### config.mk
export PLATFORM = sky130hd
export DESIGN_NAME = irq_line_ctrl
export DESIGN_NICKNAME = d
export VERILOG_FILES = /design/src/rtl/irqc_pkg.sv /design/src/rtl/irqc_sync.sv /design/src/rtl/irqc_detect.sv /design/src/rtl/irqc_regs.sv /design/src/rtl/irq_line_ctrl.sv
export SDC_FILE = /design/constraint.sdc
export NUM_CORES = 1
export LEC_CHECK = 0
export ABC_AREA = 1
export BUFFER_PORTS_ARGS = -buffer_cell sky130_fd_sc_hd__buf_4
export CAP_MARGIN = 20
export CELL_PAD_IN_SITES_DETAIL_PLACEMENT = 1
export CELL_PAD_IN_SITES_GLOBAL_PLACEMENT = 1
export CORE_UTILIZATION = 29
export CTS_CLUSTER_SIZE = 25
export DETAILED_ROUTE_END_ITERATION = 16
export PLACE_DENSITY_LB_ADDON = 0.1
export SETUP_SLACK_MARGIN = 0.05
export SLEW_MARGIN = 20
export SYNTH_ARGS = -nofsm -noshare
export SYNTH_HDL_FRONTEND = slang
export SYNTH_HIERARCHICAL = 1
export SYNTH_SLANG_ARGS = --single-unit
### constraint.sdc
create_clock -name clk -period 0.9 [get_ports clk]
set_input_delay 0.045 -clock clk [delete_from_list [all_inputs] [get_ports clk]]
set_output_delay 0.045 -clock clk [all_outputs]
set_load 0.005 [all_outputs]
### src/rtl/irqc_pkg.sv
package irqc_pkg;

    localparam int unsigned OFS_CTRL = 32'h00;
    localparam int unsigned OFS_LO   = 32'h04;
    localparam int unsigned OFS_HI   = 32'h08;

    typedef enum logic [1:0] {
        TRIG_LVL_LOW  = 2'd0,
        TRIG_FALL     = 2'd1,
        TRIG_LVL_HIGH = 2'd2,
        TRIG_RISE     = 2'd3
    } trig_mode_e;

    typedef enum logic [1:0] {
        SEL_NONE = 2'd0,
        SEL_CTRL = 2'd1,
        SEL_PEND = 2'd2,
        SEL_EN   = 2'd3
    } reg_sel_e;

    // Map a byte offset to a register; swap selects the alternate layout.
    function automatic reg_sel_e addr_decode(input logic [31:0] ofs, input bit swap);
        reg_sel_e sel;
        if (ofs == OFS_CTRL)
            sel = SEL_CTRL;
        else if (ofs == OFS_LO)
            sel = swap ? SEL_EN : SEL_PEND;
        else if (ofs == OFS_HI)
            sel = swap ? SEL_PEND : SEL_EN;
        else
            sel = SEL_NONE;
        return sel;
    endfunction

endpackage

### src/rtl/irqc_sync.sv
module irqc_sync #(
    parameter int STAGES = 2
) (
    input  logic clk,
    input  logic rst,
    input  logic din,
    output logic dout
);
    logic [STAGES-1:0] chain_q;

    generate
        genvar g;
        for (g = 0; g < STAGES; g++) begin : g_stage
            always_ff @(posedge clk) begin
                if (rst)
                    chain_q[g] <= 1'b0;
                else if (g == 0)
                    chain_q[g] <= din;
                else
                    chain_q[g] <= chain_q[(g == 0) ? 0 : g-1];
            end
        end
    endgenerate

    assign dout = chain_q[STAGES-1];
endmodule

### src/rtl/irqc_detect.sv
module irqc_detect
    import irqc_pkg::*;
(
    input  logic       clk,
    input  logic       rst,
    input  trig_mode_e mode,
    input  logic       sample,
    output logic       sample_prev,
    output logic       event_hit
);
    always_ff @(posedge clk) begin
        if (rst)
            sample_prev <= 1'b0;
        else
            sample_prev <= sample;
    end

    always_comb begin
        unique case (mode)
            TRIG_LVL_LOW:  event_hit = ~sample;
            TRIG_LVL_HIGH: event_hit = sample;
            TRIG_FALL:     event_hit = sample_prev & ~sample;
            TRIG_RISE:     event_hit = ~sample_prev & sample;
            default:       event_hit = 1'b0;
        endcase
    end
endmodule

### src/rtl/irqc_regs.sv
module irqc_regs
    import irqc_pkg::*;
#(
    parameter int ADDR_W      = 8,
    parameter int DATA_W      = 32,
    parameter bit SWAP_LAYOUT = 1'b0
) (
    input  logic              clk,
    input  logic              rst,
    input  logic [ADDR_W-1:0] addr,
    input  logic              we,
    input  logic [DATA_W-1:0] wdata,
    input  logic              event_hit,
    output logic [DATA_W-1:0] rdata,
    output logic [DATA_W-1:0] ctrl_q,
    output logic              pend_q,
    output logic              en_q
);
    reg_sel_e sel;
    logic     clr_req;

    assign sel     = addr_decode(32'(addr), SWAP_LAYOUT);
    assign clr_req = we && (sel == SEL_PEND) && wdata[0];

    always_ff @(posedge clk) begin
        if (rst) begin
            ctrl_q <= '0;
            en_q   <= 1'b0;
        end else if (we) begin
            if (sel == SEL_CTRL) ctrl_q <= wdata;
            if (sel == SEL_EN)   en_q   <= wdata[0];
        end
    end

    // Set has priority over the write-one clear.
    always_ff @(posedge clk) begin
        if (rst)
            pend_q <= 1'b0;
        else if (event_hit)
            pend_q <= 1'b1;
        else if (clr_req)
            pend_q <= 1'b0;
    end

    always_comb begin
        unique case (sel)
            SEL_CTRL: rdata = ctrl_q;
            SEL_PEND: rdata = {{(DATA_W-1){1'b0}}, pend_q};
            SEL_EN:   rdata = {{(DATA_W-1){1'b0}}, en_q};
            default:  rdata = '0;
        endcase
    end
endmodule

### src/rtl/irq_line_ctrl.sv
module irq_line_ctrl
    import irqc_pkg::*;
#(
    parameter int ADDR_W      = 8,
    parameter int DATA_W      = 32,
    parameter int SYNC_STAGES = 2,
    parameter bit SWAP_LAYOUT = 1'b0
) (
    input  logic              clk,
    input  logic              rst,
    input  logic [ADDR_W-1:0] bus_addr,
    input  logic              bus_we,
    input  logic [DATA_W-1:0] bus_wdata,
    output logic [DATA_W-1:0] bus_rdata,
    input  logic              req_async,
    output logic              irq_out
);
    logic              req_sync;
    logic              req_prev;
    logic              evt;
    logic [DATA_W-1:0] ctrl_q;
    logic              pend_q;
    logic              en_q;
    trig_mode_e        trig;

    assign trig = trig_mode_e'(ctrl_q[1:0]);

    irqc_sync #(.STAGES(SYNC_STAGES)) u_sync (
        .clk  (clk),
        .rst  (rst),
        .din  (req_async),
        .dout (req_sync)
    );

    irqc_detect u_detect (
        .clk         (clk),
        .rst         (rst),
        .mode        (trig),
        .sample      (req_sync),
        .sample_prev (req_prev),
        .event_hit   (evt)
    );

    irqc_regs #(
        .ADDR_W      (ADDR_W),
        .DATA_W      (DATA_W),
        .SWAP_LAYOUT (SWAP_LAYOUT)
    ) u_regs (
        .clk       (clk),
        .rst       (rst),
        .addr      (bus_addr),
        .we        (bus_we),
        .wdata     (bus_wdata),
        .event_hit (evt),
        .rdata     (bus_rdata),
        .ctrl_q    (ctrl_q),
        .pend_q    (pend_q),
        .en_q      (en_q)
    );

    always_ff @(posedge clk) begin
        if (rst)
            irq_out <= 1'b0;
        else
            irq_out <= pend_q & en_q;
    end
endmodule

==> impl_metrics.py, run 1 <==
metrics = {
    "clocking": {
        "clock_sinks": 38,
        "cts_tree": "built",
        "h-tree-depth": 2,
        "numCtsBuffers": 5,
        "insertion_delay_ns": 0.28,
        "cts_root_buf": "clkbuf_8",
        "path_clk_slew_ns": 0.07,
        "clockBufferDepth": 2,
    },
    "floorplan": {
        "dieArea_um2": 7280,
        "die_w_um": 85.3,
        "die_y_um": 85.3,
        "core_region_area_um2": 6760,
        "ioPinCount": 77,
        "initial_core_util_pct": 29.8,
        "rows": 30,
    },
    "global_route": {
        "grt_overflow": 0,
        "antenna_found_initial": 0,
        "grt_start_max_net_pins": 33,
        "use_met2_pct": 30.9,
        "grt.met3_usage_pct": 3.11,
        "grt_usage_pct": 16.4,
        "use_met1_pct": 18.9,
        "grt.busiest_layer": "met2",
        "grt_pass1_vias": 2171,
        "grt_pass1_wl_mm": 9.57,
    },
    "critical_path": {
        "crit_fanout": 3,
        "worstSetupPathType": "input pin to primary output",
        "critPathCaptureType": "primary output",
        "required_ns": 0.85,
        "regToRegSetupSlack_ns": 0.05,
        "rr_endpoint": "u_regs/pend_q",
        "worstReg2RegStart": "u_regs/ctrl_q[1]",
        "r2r_cells": 6,
        "cp-endpoint": "bus_rdata[0]",
        "cp-start-kind": "input pin",
        "worstSetupStartpoint": "bus_addr[1]",
        "critPathArrivalTime_ns": 0.95,
    },
    "cells_and_area": {
        "layout.area.seq_um2": 768,
        "nFillCells": 854,
        "n_antenna_cell": 0,
        "final_cell_mix": "buf_4 (78), inv_1 (71), nor2_1 (54)",
        "layout_commonest_cell": "buf_4",
        "final_area_um2": 3470,
        "multi_input_area_um2": 1130,
        "syn_to_final_growth_pct": 72.3,
        "fin_nets": 467,
        "drive_gt1_share_pct": 44.5,
    },
    "yosys": {
        "yosys.area.top_type": "dfxtp_1",
        "avgSynthCellArea_um2": 6.12,
        "syn_inst": 329,
        "ys_warn_count": 6,
        "ys_seq_area_share_pct": 37.8,
        "syn_nets": 373,
        "synth_area_leaders": "dfxtp_1 (38%), inv_1 (14%), nor2_1 (14%)",
        "ys_types": 12,
        "ys_ff_latch": 38,
        "synth_top_cell_area_share_pct": 37.8,
        "netlist_area_um2": 2010,
    },
    "route": {
        "vias": 2270,
        "first_pass_iters": 4,
        "finalWirelength_mm": 6.54,
        "drc_errors": 0,
        "ant_nets": 0,
        "drt-initial-drc-count": 43,
        "vias_per_cell": 4.52,
        "routedWlPerCell_um": 13.0,
    },
    "timing": {
        "fmax_mhz": 1010,
        "clock_skew_ns": 0.00143,
        "worst_pin_slew_ns": 0.212,
        "fin_ws_ns": -0.0930,
        "setup_viol": 58,
        "finalCritPeriodShare_pct": 110,
        "fin_setup_tns_ns": -3.19,
        "min_period_ns": 0.993,
        "drv_slew": 0,
        "hold_viol_final": 0,
        "slew_headroom_pct": 85.8,
        "rsz0062_at_grt": "true",
    },
    "power_and_ir_drop": {
        "comb_power_share_pct": 14.0,
        "leakage_nw": 1.54,
        "p_per_area_nw_per_um2": 954,
        "p_int_mw": 2.51,
        "clkPwrFrac_pct": 34.8,
        "switching_share_pct": 24.1,
        "ir_drop_mv": 0.594,
        "power.switching_mw": 0.799,
        "p_seq_share_pct": 51.3,
    },
    "outcome": {
        "failed_checks": "negative setup slack",
        "status": "complete, but fails checks",
    },
    "placement": {
        "routabilityCongestion": 0.701,
        "port_buffers": 76,
        "place_area_um2": 2720,
        "dp.final_hpwl_mm": 4.03,
    },
    "min_path": {
        "hold_path.class": "input pin to flip-flop",
    },
    "flow_run": {
        "cap_viol_max_count": 0,
    },
}
## sequential cells by signal (all words and copies together), names as in the netlist
name,count
u_sync/chain_q,1
u_detect/sample_prev,1
u_regs/ctrl_q,32
u_regs/en_q,1
irq_out,1
u_regs/pend_q,1
u_sync/dout,1
## worst min path at each step
stage	from	to	slack, ns	cells past startpoint
finish	bus_wdata[24]	u_regs/ctrl_q[24]	0.07	5
global route	bus_wdata[24]	u_regs/ctrl_q[24]	0.08	5
CTS	bus_wdata[20]	u_regs/ctrl_q[20]	0.07	5
detailed placement	rst	irq_out	0.26	2
global placement	req_async	u_sync/chain_q[0]	0.25	3
floorplan	rst	irq_out	0.11	1
## kinds of logic (layout without fill, tap and decap cells)
family / count (synthesis) / after routing / share of synthesized area (%)
AOI/OAI and AO/OA: 34 / 34 / 8.45
DFF: 38 / 38 / 37.8
and+or+nand+nor: 160 / 160 / 32.4
buffers and inverters: 97 / 190 / 21.3
## area by class of cell
class / instances / share of cell area, %
Timing Repair Buffer: 107 / 31.5
Clock buffer: 6 / 2.38
Multi-Input combinational cell: 194 / 32.6
Tap cell: 80 / 2.88
Sequential cell: 38 / 22.1
Inverter: 77 / 8.47
## worst max-delay path: stages
cell     delay, ns
buf_8         0.10
nor2_4        0.10
nand3_2       0.08
nor2_4        0.17
buf_6         0.14
buf_12        0.10
nand2_4       0.04
nand3_2       0.07
buf_6         0.09
## cells in the mapped netlist
cell / instances
a21oi_1: 34
buf_1: 6
buf_6: 8
nor2_2: 2
buf_2: 4
dfxtp_1: 38
nand3_1: 38
clkbuf_1: 2
inv_2: 1
nor2_1: 73
nand2_1: 47
inv_1: 76
## metal layers
| metal | up-vias | routed length (um) | share of wire [%] |
|---|---|---|---|
| met4 | 0 | 54 | 0.83 |
| met3 | 4 | 220 | 3.4 |
| met5 | - | 0 | 0 |
| met2 | 53 | 3520 | 54 |
| met1 | 1059 | 2750 | 42 |
| li1 | 1154 | - | - |
## power groups by stage
| stage | logic (mW) | clock network, mW | registers [mW] |
|---|---|---|---|
| detailed placement | 0.388 | 0 | 1.74 |
| finish | 0.462 | 1.15 | 1.70 |
| global placement | 0.384 | 0 | 1.74 |
| floorplan | 0.156 | 0 | 1.74 |
| CTS | 0.422 | 1.20 | 1.70 |
| global route | 0.510 | 1.26 | 1.70 |
## stage by stage
stage	total power, mW	hold slack (ns)	instances	worst slack, ns	util (%)
floorplan	1.89	0.112	329	0.0107	-
detailed placement	2.13	0.262	479	-0.286	40.2
CTS	3.32	0.0721	494	-0.0923	45.4
finish	3.31	0.0685	502	-0.0930	51.4
global placement	2.12	0.247	479	-0.232	40.2
global route	3.47	0.0786	502	-0.171	51.4
## repair_timing
item / CTS / global route
endpoints found under the setup margin: 47 / 65
gates resized for setup: 51 / 60
hold buffers: 2 / 0
endpoints found under the hold margin: 5 / 0
pin swaps: 6 / 36
buffers inserted: 5 / 2
cloned: 2 / 7
No activity file was read; power rests on OpenSTA's default activity.
==> run 2: changes to the inputs <==
--- a/config.mk
+++ b/config.mk
@@ -10,7 +10,7 @@
 export CAP_MARGIN = 20
 export CELL_PAD_IN_SITES_DETAIL_PLACEMENT = 1
 export CELL_PAD_IN_SITES_GLOBAL_PLACEMENT = 1
-export CORE_UTILIZATION = 29
+export CORE_UTILIZATION = 35
 export CTS_CLUSTER_SIZE = 25
 export DETAILED_ROUTE_END_ITERATION = 16
 export PLACE_DENSITY_LB_ADDON = 0.1
==> constraint.sdc (replaced) <==
create_clock -name clk -period 1.2 [get_ports clk]
set_input_delay 0.06 -clock clk [delete_from_list [all_inputs] [get_ports clk]]
set_output_delay 0.06 -clock clk [all_outputs]
set_load 0.005 [all_outputs]
==> run 2 against run 1 <==
The flow now finishes without violations; register-to-register slack improved by 0.34 ns; utilization decreased by 0.67 points; cell area decreased by 19%; sequential share of layout area increased by 5.0 points; critical path depth decreased by 1; non-clock buffer count decreased by 18; die area decreased by 17%; critical endpoint is now bus_rdata[25]; highest routed layer unchanged.
==> impl_metrics.py, run 2 (synthesized netlist as in run 1, its figures left out) <==
metrics = {
    "outcome": {
        "status": "complete, no violations",
    },
    "critical_path": {
        "cp_top_family": "simple AND/OR/NAND/NOR gates",
        "cpMaxStageDelayCell": "nor2_4",
        "critPathCaptureType": "primary output",
        "crit_fanout": 11,
        "cpMostUsedCell": "buf_4",
        "critPathArrivalTime_ns": 1.04,
        "crit_path_cell_trace": "buf_4, nor2_2, nand3_2, nor2_4, inv_2, buf_12, nor2_1, buf_4",
        "max_stage_delay_ns": 0.15,
        "crit_buf_inv": 4,
        "cp-start-kind": "input pin",
        "required_ns": 1.14,
        "worstSetupPathType": "input pin to primary output",
    },
    "power_and_ir_drop": {
        "leakage_nw": 1.34,
        "clkPwrFrac_pct": 35.5,
        "ir_drop_mv": 0.401,
        "p_per_area_nw_per_um2": 856,
        "p_seq_share_pct": 53.0,
        "p_total_mw": 2.40,
        "power.switching_mw": 0.548,
        "switching_share_pct": 22.8,
        "p_int_mw": 1.86,
        "comb_power_share_pct": 11.5,
    },
    "clocking": {
        "h-tree-depth": 2,
        "cts_tree": "built",
        "insertion_delay_ns": 0.28,
        "path_clk_slew_ns": 0.07,
        "numCtsBuffers": 5,
        "cts_root_buf": "clkbuf_8",
        "clock_sinks": 38,
        "clockBufferDepth": 2,
    },
    "cells_and_area": {
        "regMostFlops": "u_regs/ctrl_q",
        "layout_commonest_cell": "buf_4",
        "fin_util_pct": 50.7,
        "fin_nets": 449,
        "syn_to_final_growth_pct": 39.5,
        "largest_reg_flops": 32,
        "final_cell_mix": "buf_4 (81), inv_1 (76), nor2_1 (69)",
        "n_antenna_cell": 0,
        "layout.area.seq_um2": 761,
        "final_area_um2": 2810,
        "drive_gt1_share_pct": 25.2,
        "multi_input_area_um2": 846,
        "nFillCells": 761,
    },
    "global_route": {
        "grt_pass1_wl_mm": 8.87,
        "antenna_found_initial": 0,
        "grt_overflow": 0,
        "grt_usage_pct": 18.2,
        "grt_pass1_vias": 2086,
        "grt_start_max_net_pins": 35,
    },
    "floorplan": {
        "core_region_area_um2": 5540,
        "die_w_um": 77.8,
        "die_y_um": 77.8,
        "rows": 27,
        "dieArea_um2": 6060,
        "ioPinCount": 77,
        "initial_core_util_pct": 36.3,
    },
    "placement": {
        "place_area_um2": 2670,
        "routabilityCongestion": 0.752,
        "dp.final_hpwl_mm": 3.78,
        "port_buffers": 76,
    },
    "route": {
        "topRoutingLayerUsed": "met4",
        "drc_errors": 0,
        "drt-initial-drc-count": 80,
        "finalWirelength_mm": 5.19,
        "first_pass_iters": 4,
        "wl_met3_um": 235,
        "ant_nets": 0,
        "routedWlPerCell_um": 10.9,
        "vias_per_cell": 4.49,
        "met1Wirelength_mm": 2.33,
        "vias": 2135,
        "wl_met2_mm": 2.58,
    },
    "timing": {
        "setup_viol": 0,
        "rsz0062_at_grt": "true",
        "min_period_ns": 1.10,
        "fin_setup_tns_ns": 0,
        "slew_headroom_pct": 80.0,
        "fmax_mhz": 910,
        "worst_pin_slew_ns": 0.300,
        "hold_viol_final": 0,
        "clock_skew_ns": 0.000617,
        "finalCritPeriodShare_pct": 91.6,
        "drv_slew": 0,
    },
    "flow_run": {
        "cap_viol_max_count": 0,
    },
    "min_path": {
        "hold_path.class": "input pin to flip-flop",
    },
}
-- run 2: cell count changes in the layout (fill, tap and decap cells not counted), moves of 7 or more --
cell	delta
buf_6	-9
nor2_1	+15
nand3_2	-31
nand3_1	+33
nor2_2	-9
nand2_1	+7
-- run 2: timing repair --
action	in CTS	in global routing
resized for setup	2	5
setup endpoints to repair	26	47
setup buffers	1	1
hold buffers	2	0
hold endpoints to repair	5	0
pin swaps	2	2
-- run 2: final cells by class --
type	instances	area share [%]
sequential	38	27.1
clock buffer	6	2.94
timing repair buffer	89	26.3
multi-input combinational	194	30.1
inverter	77	10.3
tap	72	3.21
-- run 2: path summary, 6_finish.rpt --
kind                                   startpoint                end  cells past startpoint  slack, ns
worst max-delay path                  bus_addr[1]      bus_rdata[25]                      8       0.10
worst min-delay path                bus_wdata[16]  u_regs/ctrl_q[16]                      5       0.09
worst max register to register   u_regs/ctrl_q[1]      u_regs/pend_q                      6       0.39
worst min register to register  u_sync/chain_q[0]        u_sync/dout                      2       0.41
-- run 2: worst reg2reg max path: cells and delay by family, from the launching register on --
family | cells | cell delay, ns
flip-flops | 1 | 0.38
AND/OR/NAND/NOR | 3 | 0.16
AO/OA/AOI/OAI | 1 | 0.12
buffers and inverters | 2 | 0.09
-- run 2: through the flow --
step / std cells / hold slack, ns / setup WS, ns
floorplan: 329 / 0.127 / 0.281
global route: 476 / 0.106 / 0.0379
detailed placement: 466 / 0.274 / 0.00556
finish: 476 / 0.0885 / 0.101
CTS: 475 / 0.0885 / 0.0631
global placement: 466 / 0.262 / 0.0146
-- run 2: layer usage --
layer | GRT usage (%) | vias to the layer above
met5 | 0 | -
met4 | 4.53 | 0
met3 | 3.88 | 4
met2 | 32.7 | 50
met1 | 21.9 | 965
li1 | - | 1116
-- run 2: power by group through the flow --
stage / clock network [mW] / logic (mW) / registers (mW)
2_1_floorplan: 0 / 0.115 / 1.30
5_1_grt: 0.938 / 0.312 / 1.27
3_3_place_gp: 0 / 0.261 / 1.30
4_1_cts: 0.891 / 0.276 / 1.27
3_5_place_dp: 0 / 0.267 / 1.30
6_report: 0.854 / 0.276 / 1.27
